**src/rtl/dft_pkg.sv**
```systemverilog
package dft_pkg;

    typedef enum logic [1:0] {
        CSR_NONE  = 2'd0,
        CSR_WRITE = 2'd1,
        CSR_SET   = 2'd2,
        CSR_CLEAR = 2'd3
    } csr_act_e;

    localparam logic [6:0]  OPC_SYSTEM = 7'h73;
    localparam logic [31:0] ERET_WORD  = 32'h30200073;

endpackage

```
**src/rtl/dft_csr_decode.sv**
```systemverilog
module dft_csr_decode
    import dft_pkg::*;
#(
    parameter logic [11:0] STATUS_ADDR = 12'h7C0,
    parameter int          BIT_POS     = 6,
    parameter int          XLEN        = 32
) (
    input  logic [31:0]   insn_i,
    input  logic [XLEN-1:0] rs1_i,
    output csr_act_e      act_o,
    output logic          operand_o
);
    localparam int IMM_W = 5;

    logic [6:0]  opc;
    logic [2:0]  f3;
    logic [11:0] addr;
    logic        hit;
    logic        imm_bit;

    assign opc  = insn_i[6:0];
    assign f3   = insn_i[14:12];
    assign addr = insn_i[31:20];
    assign hit  = (opc == OPC_SYSTEM) && (addr == STATUS_ADDR) && (f3[1:0] != 2'b00);

    generate
        if (BIT_POS < IMM_W) begin : g_imm_reach
            assign imm_bit = insn_i[15 + BIT_POS];
        end else begin : g_imm_zero
            assign imm_bit = 1'b0;
        end
    endgenerate

    assign operand_o = f3[2] ? imm_bit : rs1_i[BIT_POS];

    always_comb begin
        act_o = CSR_NONE;
        if (hit) begin
            unique case (f3[1:0])
                2'b01:   act_o = CSR_WRITE;
                2'b10:   act_o = CSR_SET;
                2'b11:   act_o = CSR_CLEAR;
                default: act_o = CSR_NONE;
            endcase
        end
    end
endmodule

```
**src/rtl/dft_retire_classify.sv**
```systemverilog
module dft_retire_classify
    import dft_pkg::*;
(
    input  logic        valid_i,
    input  logic        trap_i,
    input  logic        debug_i,
    input  logic [31:0] insn_i,
    output logic        new_exc_o,
    output logic        eret_o,
    output logic        csr_ok_o
);
    assign new_exc_o = valid_i & trap_i & ~debug_i;
    assign eret_o    = valid_i & (insn_i == ERET_WORD);
    assign csr_ok_o  = valid_i;
endmodule

```
**src/rtl/dft_pulse_gate.sv**
```systemverilog
module dft_pulse_gate #(
    parameter int PULSE_GAP = 2
) (
    input  logic                 req_i,
    input  logic [PULSE_GAP-1:0] hist_i,
    output logic                 fire_o,
    output logic [PULSE_GAP-1:0] hist_o
);
    assign fire_o = req_i & ~(|hist_i);

    generate
        if (PULSE_GAP == 1) begin : g_single
            assign hist_o = fire_o;
        end else begin : g_shift
            assign hist_o = {hist_i[PULSE_GAP-2:0], fire_o};
        end
    endgenerate
endmodule

```
**src/rtl/dfault_tracker.sv**
```systemverilog
module dfault_tracker
    import dft_pkg::*;
#(
    parameter logic [11:0] STATUS_ADDR = 12'h7C0,
    parameter int          BIT_POS     = 6,
    parameter int          PULSE_GAP   = 2,
    parameter int          XLEN        = 32
) (
    input  logic            clk_i,
    input  logic            rst_ni,
    input  logic            rt_valid_i,
    input  logic            rt_trap_i,
    input  logic            rt_debug_i,
    input  logic [31:0]     rt_insn_i,
    input  logic [XLEN-1:0] rt_rs1_i,
    output logic            nest_flag_o,
    output logic            double_fault_o
);
    typedef struct packed {
        logic                 flag;
        logic [PULSE_GAP-1:0] hist;
    } state_t;

    state_t   st_d, st_q;
    csr_act_e csr_act;
    logic     csr_operand;
    logic     new_exc, eret_hit, csr_ok;
    logic     fire;
    logic [PULSE_GAP-1:0] hist_next;

    dft_csr_decode #(
        .STATUS_ADDR (STATUS_ADDR),
        .BIT_POS     (BIT_POS),
        .XLEN        (XLEN)
    ) u_decode (
        .insn_i    (rt_insn_i),
        .rs1_i     (rt_rs1_i),
        .act_o     (csr_act),
        .operand_o (csr_operand)
    );

    dft_retire_classify u_classify (
        .valid_i   (rt_valid_i),
        .trap_i    (rt_trap_i),
        .debug_i   (rt_debug_i),
        .insn_i    (rt_insn_i),
        .new_exc_o (new_exc),
        .eret_o    (eret_hit),
        .csr_ok_o  (csr_ok)
    );

    dft_pulse_gate #(
        .PULSE_GAP (PULSE_GAP)
    ) u_gate (
        .req_i  (new_exc & st_q.flag),
        .hist_i (st_q.hist),
        .fire_o (fire),
        .hist_o (hist_next)
    );

    always_comb begin
        st_d      = st_q;
        st_d.hist = hist_next;
        if (new_exc) begin
            st_d.flag = 1'b1;
        end else if (eret_hit) begin
            st_d.flag = 1'b0;
        end else if (csr_ok) begin
            unique case (csr_act)
                CSR_WRITE: st_d.flag = csr_operand;
                CSR_SET:   st_d.flag = st_q.flag | csr_operand;
                CSR_CLEAR: st_d.flag = st_q.flag & ~csr_operand;
                default:   st_d.flag = st_q.flag;
            endcase
        end
    end

    always_ff @(posedge clk_i or negedge rst_ni) begin
        if (!rst_ni) begin
            st_q <= '0;
        end else begin
            st_q <= st_d;
        end
    end

    assign nest_flag_o    = st_q.flag;
    assign double_fault_o = st_q.hist[0];
endmodule

```
**config.mk**
```make
export PLATFORM = sky130hd
export DESIGN_NAME = dfault_tracker
export DESIGN_NICKNAME = d
export VERILOG_FILES = /design/src/rtl/dft_pkg.sv /design/src/rtl/dft_csr_decode.sv /design/src/rtl/dft_retire_classify.sv /design/src/rtl/dft_pulse_gate.sv /design/src/rtl/dfault_tracker.sv
export SDC_FILE = /design/constraint.sdc
export NUM_CORES = 1
export LEC_CHECK = 0
export ABC_AREA = 1
export BUFFER_PORTS_ARGS = -buffer_cell sky130_fd_sc_hd__buf_2
export CORE_ASPECT_RATIO = 0.9
export CORE_MARGIN = 1.5
export CORE_UTILIZATION = 21
export CTS_BUF_LIST = sky130_fd_sc_hd__clkbuf_16
export DETAILED_ROUTE_END_ITERATION = 10
export PLACE_DENSITY = 0.73
export SYNTH_ARGS = -nofsm -noshare
export SYNTH_HDL_FRONTEND = slang
export SYNTH_SLANG_ARGS = --single-unit
```
**constraint.sdc**
```tcl
create_clock -name clk_i -period 0.8 [get_ports clk_i]
set_clock_uncertainty 0.05 [all_clocks]
set_input_delay 0 -clock clk_i [delete_from_list [all_inputs] [get_ports clk_i]]
set_output_delay 0 -clock clk_i [all_outputs]
set_load 0.1 [all_outputs]
```
Yosys cells after proc, flatten, opt, wreduce, memory -nomap -nowiden
Index checks and enable logic that the tools add are counted.
{"block": "word_totals", "ff_bits": 3, "latchBits": 0, "ramBits": 0, "mem_bits_ro": 0, "output_inout_bits": 2, "memories": 0}
{"block": "op_classes", "add_sub_neg": 0, "n_mul": 0, "div_mod_pow": 0, "n_lt_le_gt_ge": 0, "eq_ne": 9, "shifts": 0, "mux": 7, "bitwise": 10, "reduce_logical": 7}
{"operator": "equality test 32 x 30 -> 1 bit (second input constant)", "count": 1}
{"operator": "equality test 12 x 11 -> 1 bit (second input constant)", "count": 1}
{"operator": "equality test 2 bit (second input constant)", "count": 4}
{"operator": "equality test 7 bit (second input constant)", "count": 1}
{"operator": "bitwise AND 1 bit", "count": 6}
{"operator": "case mux 2 bit (3 select lines)", "count": 1}
{"operator": "nonzero test 5 bit", "count": 1}
{"operator": "equality test 2 x 1 -> 1 bit (second input constant)", "count": 2}
{"operator": "2-to-1 mux 1 bit", "count": 4}
{"operator": "inverter 1 bit", "count": 3}
{"operator": "case mux 1 bit (3 select lines)", "count": 1}
{"operator": "nonzero test 3 bit", "count": 1}
{"operator": "logical AND 1 bit", "count": 2}
{"operator": "2-to-1 mux 2 bit", "count": 1}
{"operator": "AND reduction 2 bit", "count": 1}
{"operator": "nonzero test 2 bit", "count": 1}
{"operator": "OR reduction 2 bit", "count": 1}
{"operator": "bitwise OR 1 bit", "count": 1}

Depth between registers and ports, before layout
{"block": "logic_depth", "ltp_word": 9, "ltp_mapped": 9}

Modules after synthesis
Synthesis repeated with hierarchy kept, for this count alone.
{"block": "unflattened", "cells_unflattened": 92, "hier_area_um2": 464.2}
{"module": "dft_retire_classify", "n_inst": 1, "cells_each": 37, "area_per_inst_um2": 173.9, "seq_area_each_um2": 0.0}
{"module": "dfault_tracker", "n_inst": 1, "cells_each": 23, "area_per_inst_um2": 152.6, "seq_area_each_um2": 75.1}
{"module": "dft_csr_decode", "n_inst": 1, "cells_each": 27, "area_per_inst_um2": 108.9, "seq_area_each_um2": 0.0}
{"module": "dft_pulse_gate", "n_inst": 1, "cells_each": 5, "area_per_inst_um2": 28.8, "seq_area_each_um2": 0.0}

Least setup slack after synthesis
OpenSTA, ideal clock, no wires.
{"block": "synth_path", "path_kind": "register to register", "start": "register st_q, in the netlist nest_flag_o", "end": "register st_q, in the netlist nest_flag_o", "setup_ps": 68, "arrival_ps": 1196, "required_time_ps": 682, "slack_ps": -514, "stages_incl_launch_ff": 5, "n_path_buf": 0, "synth_period_minus_slack_ps": 1314, "cell_sequence": "dfrtp_1 > nand2_1 > nand2_1 > nand2_1 > nand2_1"}
{"block": "synth_via", "elab_chain_cells": 5}
{"element": "start: declaration", "line_no": "dfault_tracker.sv:24", "text": "state_t st_d, st_q;"}
{"element": "start signal: assignment", "line_no": "dfault_tracker.sv:82", "text": "st_q <= st_d;"}
{"element": "bitwise AND 1 bit or bitwise OR 1 bit (tied branches)", "line_no": "dfault_tracker.sv:72, dfault_tracker.sv:71"}
{"element": "case mux 1 bit (3 select lines) (*)", "line_no": "dfault_tracker.sv:69", "text": "unique case (csr_act)"}
{"element": "2-to-1 mux 1 bit (*)", "line_no": "dfault_tracker.sv:68", "text": "end else if (csr_ok) begin"}
{"element": "2-to-1 mux 1 bit (*)", "line_no": "dfault_tracker.sv:66", "text": "end else if (eret_hit) begin"}
{"element": "2-to-1 mux 1 bit (*)", "line_no": "dfault_tracker.sv:64", "text": "if (new_exc) begin"}
Every way passes the cells marked *; elsewhere a longest branch is shown, timed or not. The select of a mux whose other input is x is not followed.
A chain may end at the register's enable or synchronous reset.

Worst setup path in the final report
{"block": "layout_path", "start": "register st_q, in the netlist nest_flag_o", "end": "output nest_flag_o"}
{"element": "end: declaration", "line_no": "dfault_tracker.sv:16", "text": "output logic nest_flag_o,"}
No word-level cell between the ends.

==> results.tsv <==
metric	value	unit
status	complete, but fails checks	
failing checks	hold timing, setup timing	
Final WS setup	-203.5	ps
CP max FO	2	
vias	525	
Initial DRC Count	7	
hold_ws	-5.422	ps
Final Max Slew Viols	0	
Crit. End Element	output port	
Post-Synth Simple-Gate Area	67.27	%
GR Util met2	20.00	%
clock root buffer	clkbuf_16	
CTS tree	done	
Peak supply drop	888.9	µV
R2R depth	5	
Worst R2R End	nest_flag_o	
sequential cell area	82.58	µm²
syn_area_per_cell	5.351	µm²
total wire length	1006	µm
number of top-level pins	71	
gr usage total	10.74	%
number of global-route vias before repair	483	
mean routed wirelength per cell	7.564	µm
Die ar.	0.001910	mm²
Pre-antenna DRT Iters	2	
# clock sinks	3	
fmax	996.5	MHz
Tcrit/Tclk final	125.4	%
placed cell count	127	
global routing's busiest layer	met2	
syn nets	134	
port bufs	39	
Synth Area in Compound Gates	1.439	%
placed cell area	619.3	µm²
Syn Inst Count	65	
RSZ-0062 raised after global routing	true	
Yosys Warn Count	0	
FP Rows	13	
slew margin rel.	89.13	%
Leak Pwr	0.4052	nW
PwrDens	1551	mW/mm²
crit path time final	1004	ps
Mapped Area	347.8	µm²
sequential share of the synthesized area	21.58	%
CTS buffer count	3	
Initial Util	23.24	%
CP required	750	ps
type of the worst setup path	register to output port	
clk slew on worst S/H paths	30	ps
Residual DRC	0	
nets	181	
multiplexer area fraction after synthesis	0	%
Synth cell types	14	
Clk Latency, worst-skew pair	220	ps
CP Launch Point	nest_flag_o	
initial antenna violation count	0	
Post-Synth XOR/XNOR Area	0	%
Hold WC Path Type	input port to register	
largest family of logic cells by synthesized area	simple AND/OR/NAND/NOR gates	
most frequent cells in the layout	buf_2 (37), nand2_1 (20), nor2_1 (17)	
Setup crit end	nest_flag_o	
ANT cells	0	
slew of the pin with the lowest slew margin	162.5	ps
CP arrival	950	ps
GPL Wtd Cong	0.6547	
chip width	45.90	µm
Setup Viol. Count Final	4	
Max clock buf depth	2	
CP startpoint kind	register	
Non-Filler Cell Area, Final	719.4	µm²
most common cell after layout, fill and taps aside	buf_2	
Via density	3.947	
met1 Usage GRT	11.11	%
Post-Synth Adder-Cell Area	0	%
number of synthesized register bits	3	
Post-DRT Antenna Nets	0	
Hold Vio Cnt, Final	1	
R2R Path Start	nest_flag_o	
FILL cells	180	
routing usage on met3	3.913	%
multi-input combinational cell area	242.7	µm²
first-pass GRT wire length	1573	µm
Core Area	0.001496	mm²
H-tree Lvls	1	
Syn-to-layout area delta	106.8	%
Final Non-Filler Cells	133	
maxcap violations	0	
share of cells above drive strength 1	49.55	%
pre-CTS WS	-62.09	ps
die extent in y	41.61	µm
R2R setup slack	-170	ps
Final HPWL DP	921	µm
largest net degree at the start of global routing	4	
Congestion Overflow GR	0	
[worst min-delay path by stage]
| stage | start | endpoint | slack, ps | cells after the start |
|---|---|---|---|---|
| after floorplan | rst_ni | st_q[1] | -350 | 0 |
| after global placement | rst_ni | st_q[1] | -250 | 1 |
| after CTS | rt_debug_i | double_fault_o | -3 | 4 |
| after global routing | rt_debug_i | double_fault_o | 10 | 4 |
| after detailed placement | rst_ni | st_q[1] | -250 | 1 |
| final | rt_debug_i | double_fault_o | -5 | 4 |
[flip-flops by register name, indices dropped and copies added, names as in the netlist]
name and flops:
double_fault_o 1, nest_flag_o 1, st_q 1
[per-stage QoR]
step	total power, mW	setup TNS, ps	utilization, %
floorplan	0.2354	-371.8	-
global placement	0.3475	-42.14	41.39
detailed placement	0.3527	-90.83	41.39
CTS	1.128	-607.2	48.08
global route	1.176	-659.5	48.08
finish	1.116	-582.9	48.08
[synth_stat cells, drive strengths merged]
cell	instances	area share (%)
nand3	5	7.2
nand4	1	1.8
dfrtp	3	22
a21oi	1	1.4
nor3	3	5.8
nand2	23	28
nand3b	1	2.2
nor2	19	22
inv	9	9.7
[power by group]
group          internal, mW  switching, mW
combinational         0.101         0.0904
sequential            0.158        0.00333
clock                 0.643          0.120
total                 0.902          0.214
[worst max-delay path: stages, from the launching register on]
cell and delay, ps:
dfrtp_4 460, buf_6 120, buf_12 150
[final cells by class]
| type | instances | area share [%] |
|---|---|---|
| Sequential cell | 3 | 11.48 |
| Clock inverter | 1 | 0.5217 |
| Inverter | 9 | 4.696 |
| Clock buffer | 3 | 10.43 |
| Tap cell | 22 | 3.826 |
| Timing Repair Buffer | 42 | 35.30 |
| Multi-Input combinational cell | 53 | 33.74 |
[per-layer routing]
layer	up-vias	part of all wire [%]
met5	-	0
met4	0	0
met3	0	8.2
met2	24	50
met1	211	42
li1	290	-
[repair_timing]
item | 4_1_cts | 5_1_grt
gates resized for setup | 1 | 0
setup buffers | 1 | 0
hold endpoints to repair | 4 | 0
hold buffers | 1 | 0
pin swaps | 0 | 0
setup endpoints to repair | 3 | 4
[kinds of logic after synthesis]
group | after synthesis
simple gates | 52
buf+inv | 9
flops | 3
compound gates | 1
Power figures use the tool's default switching activity.
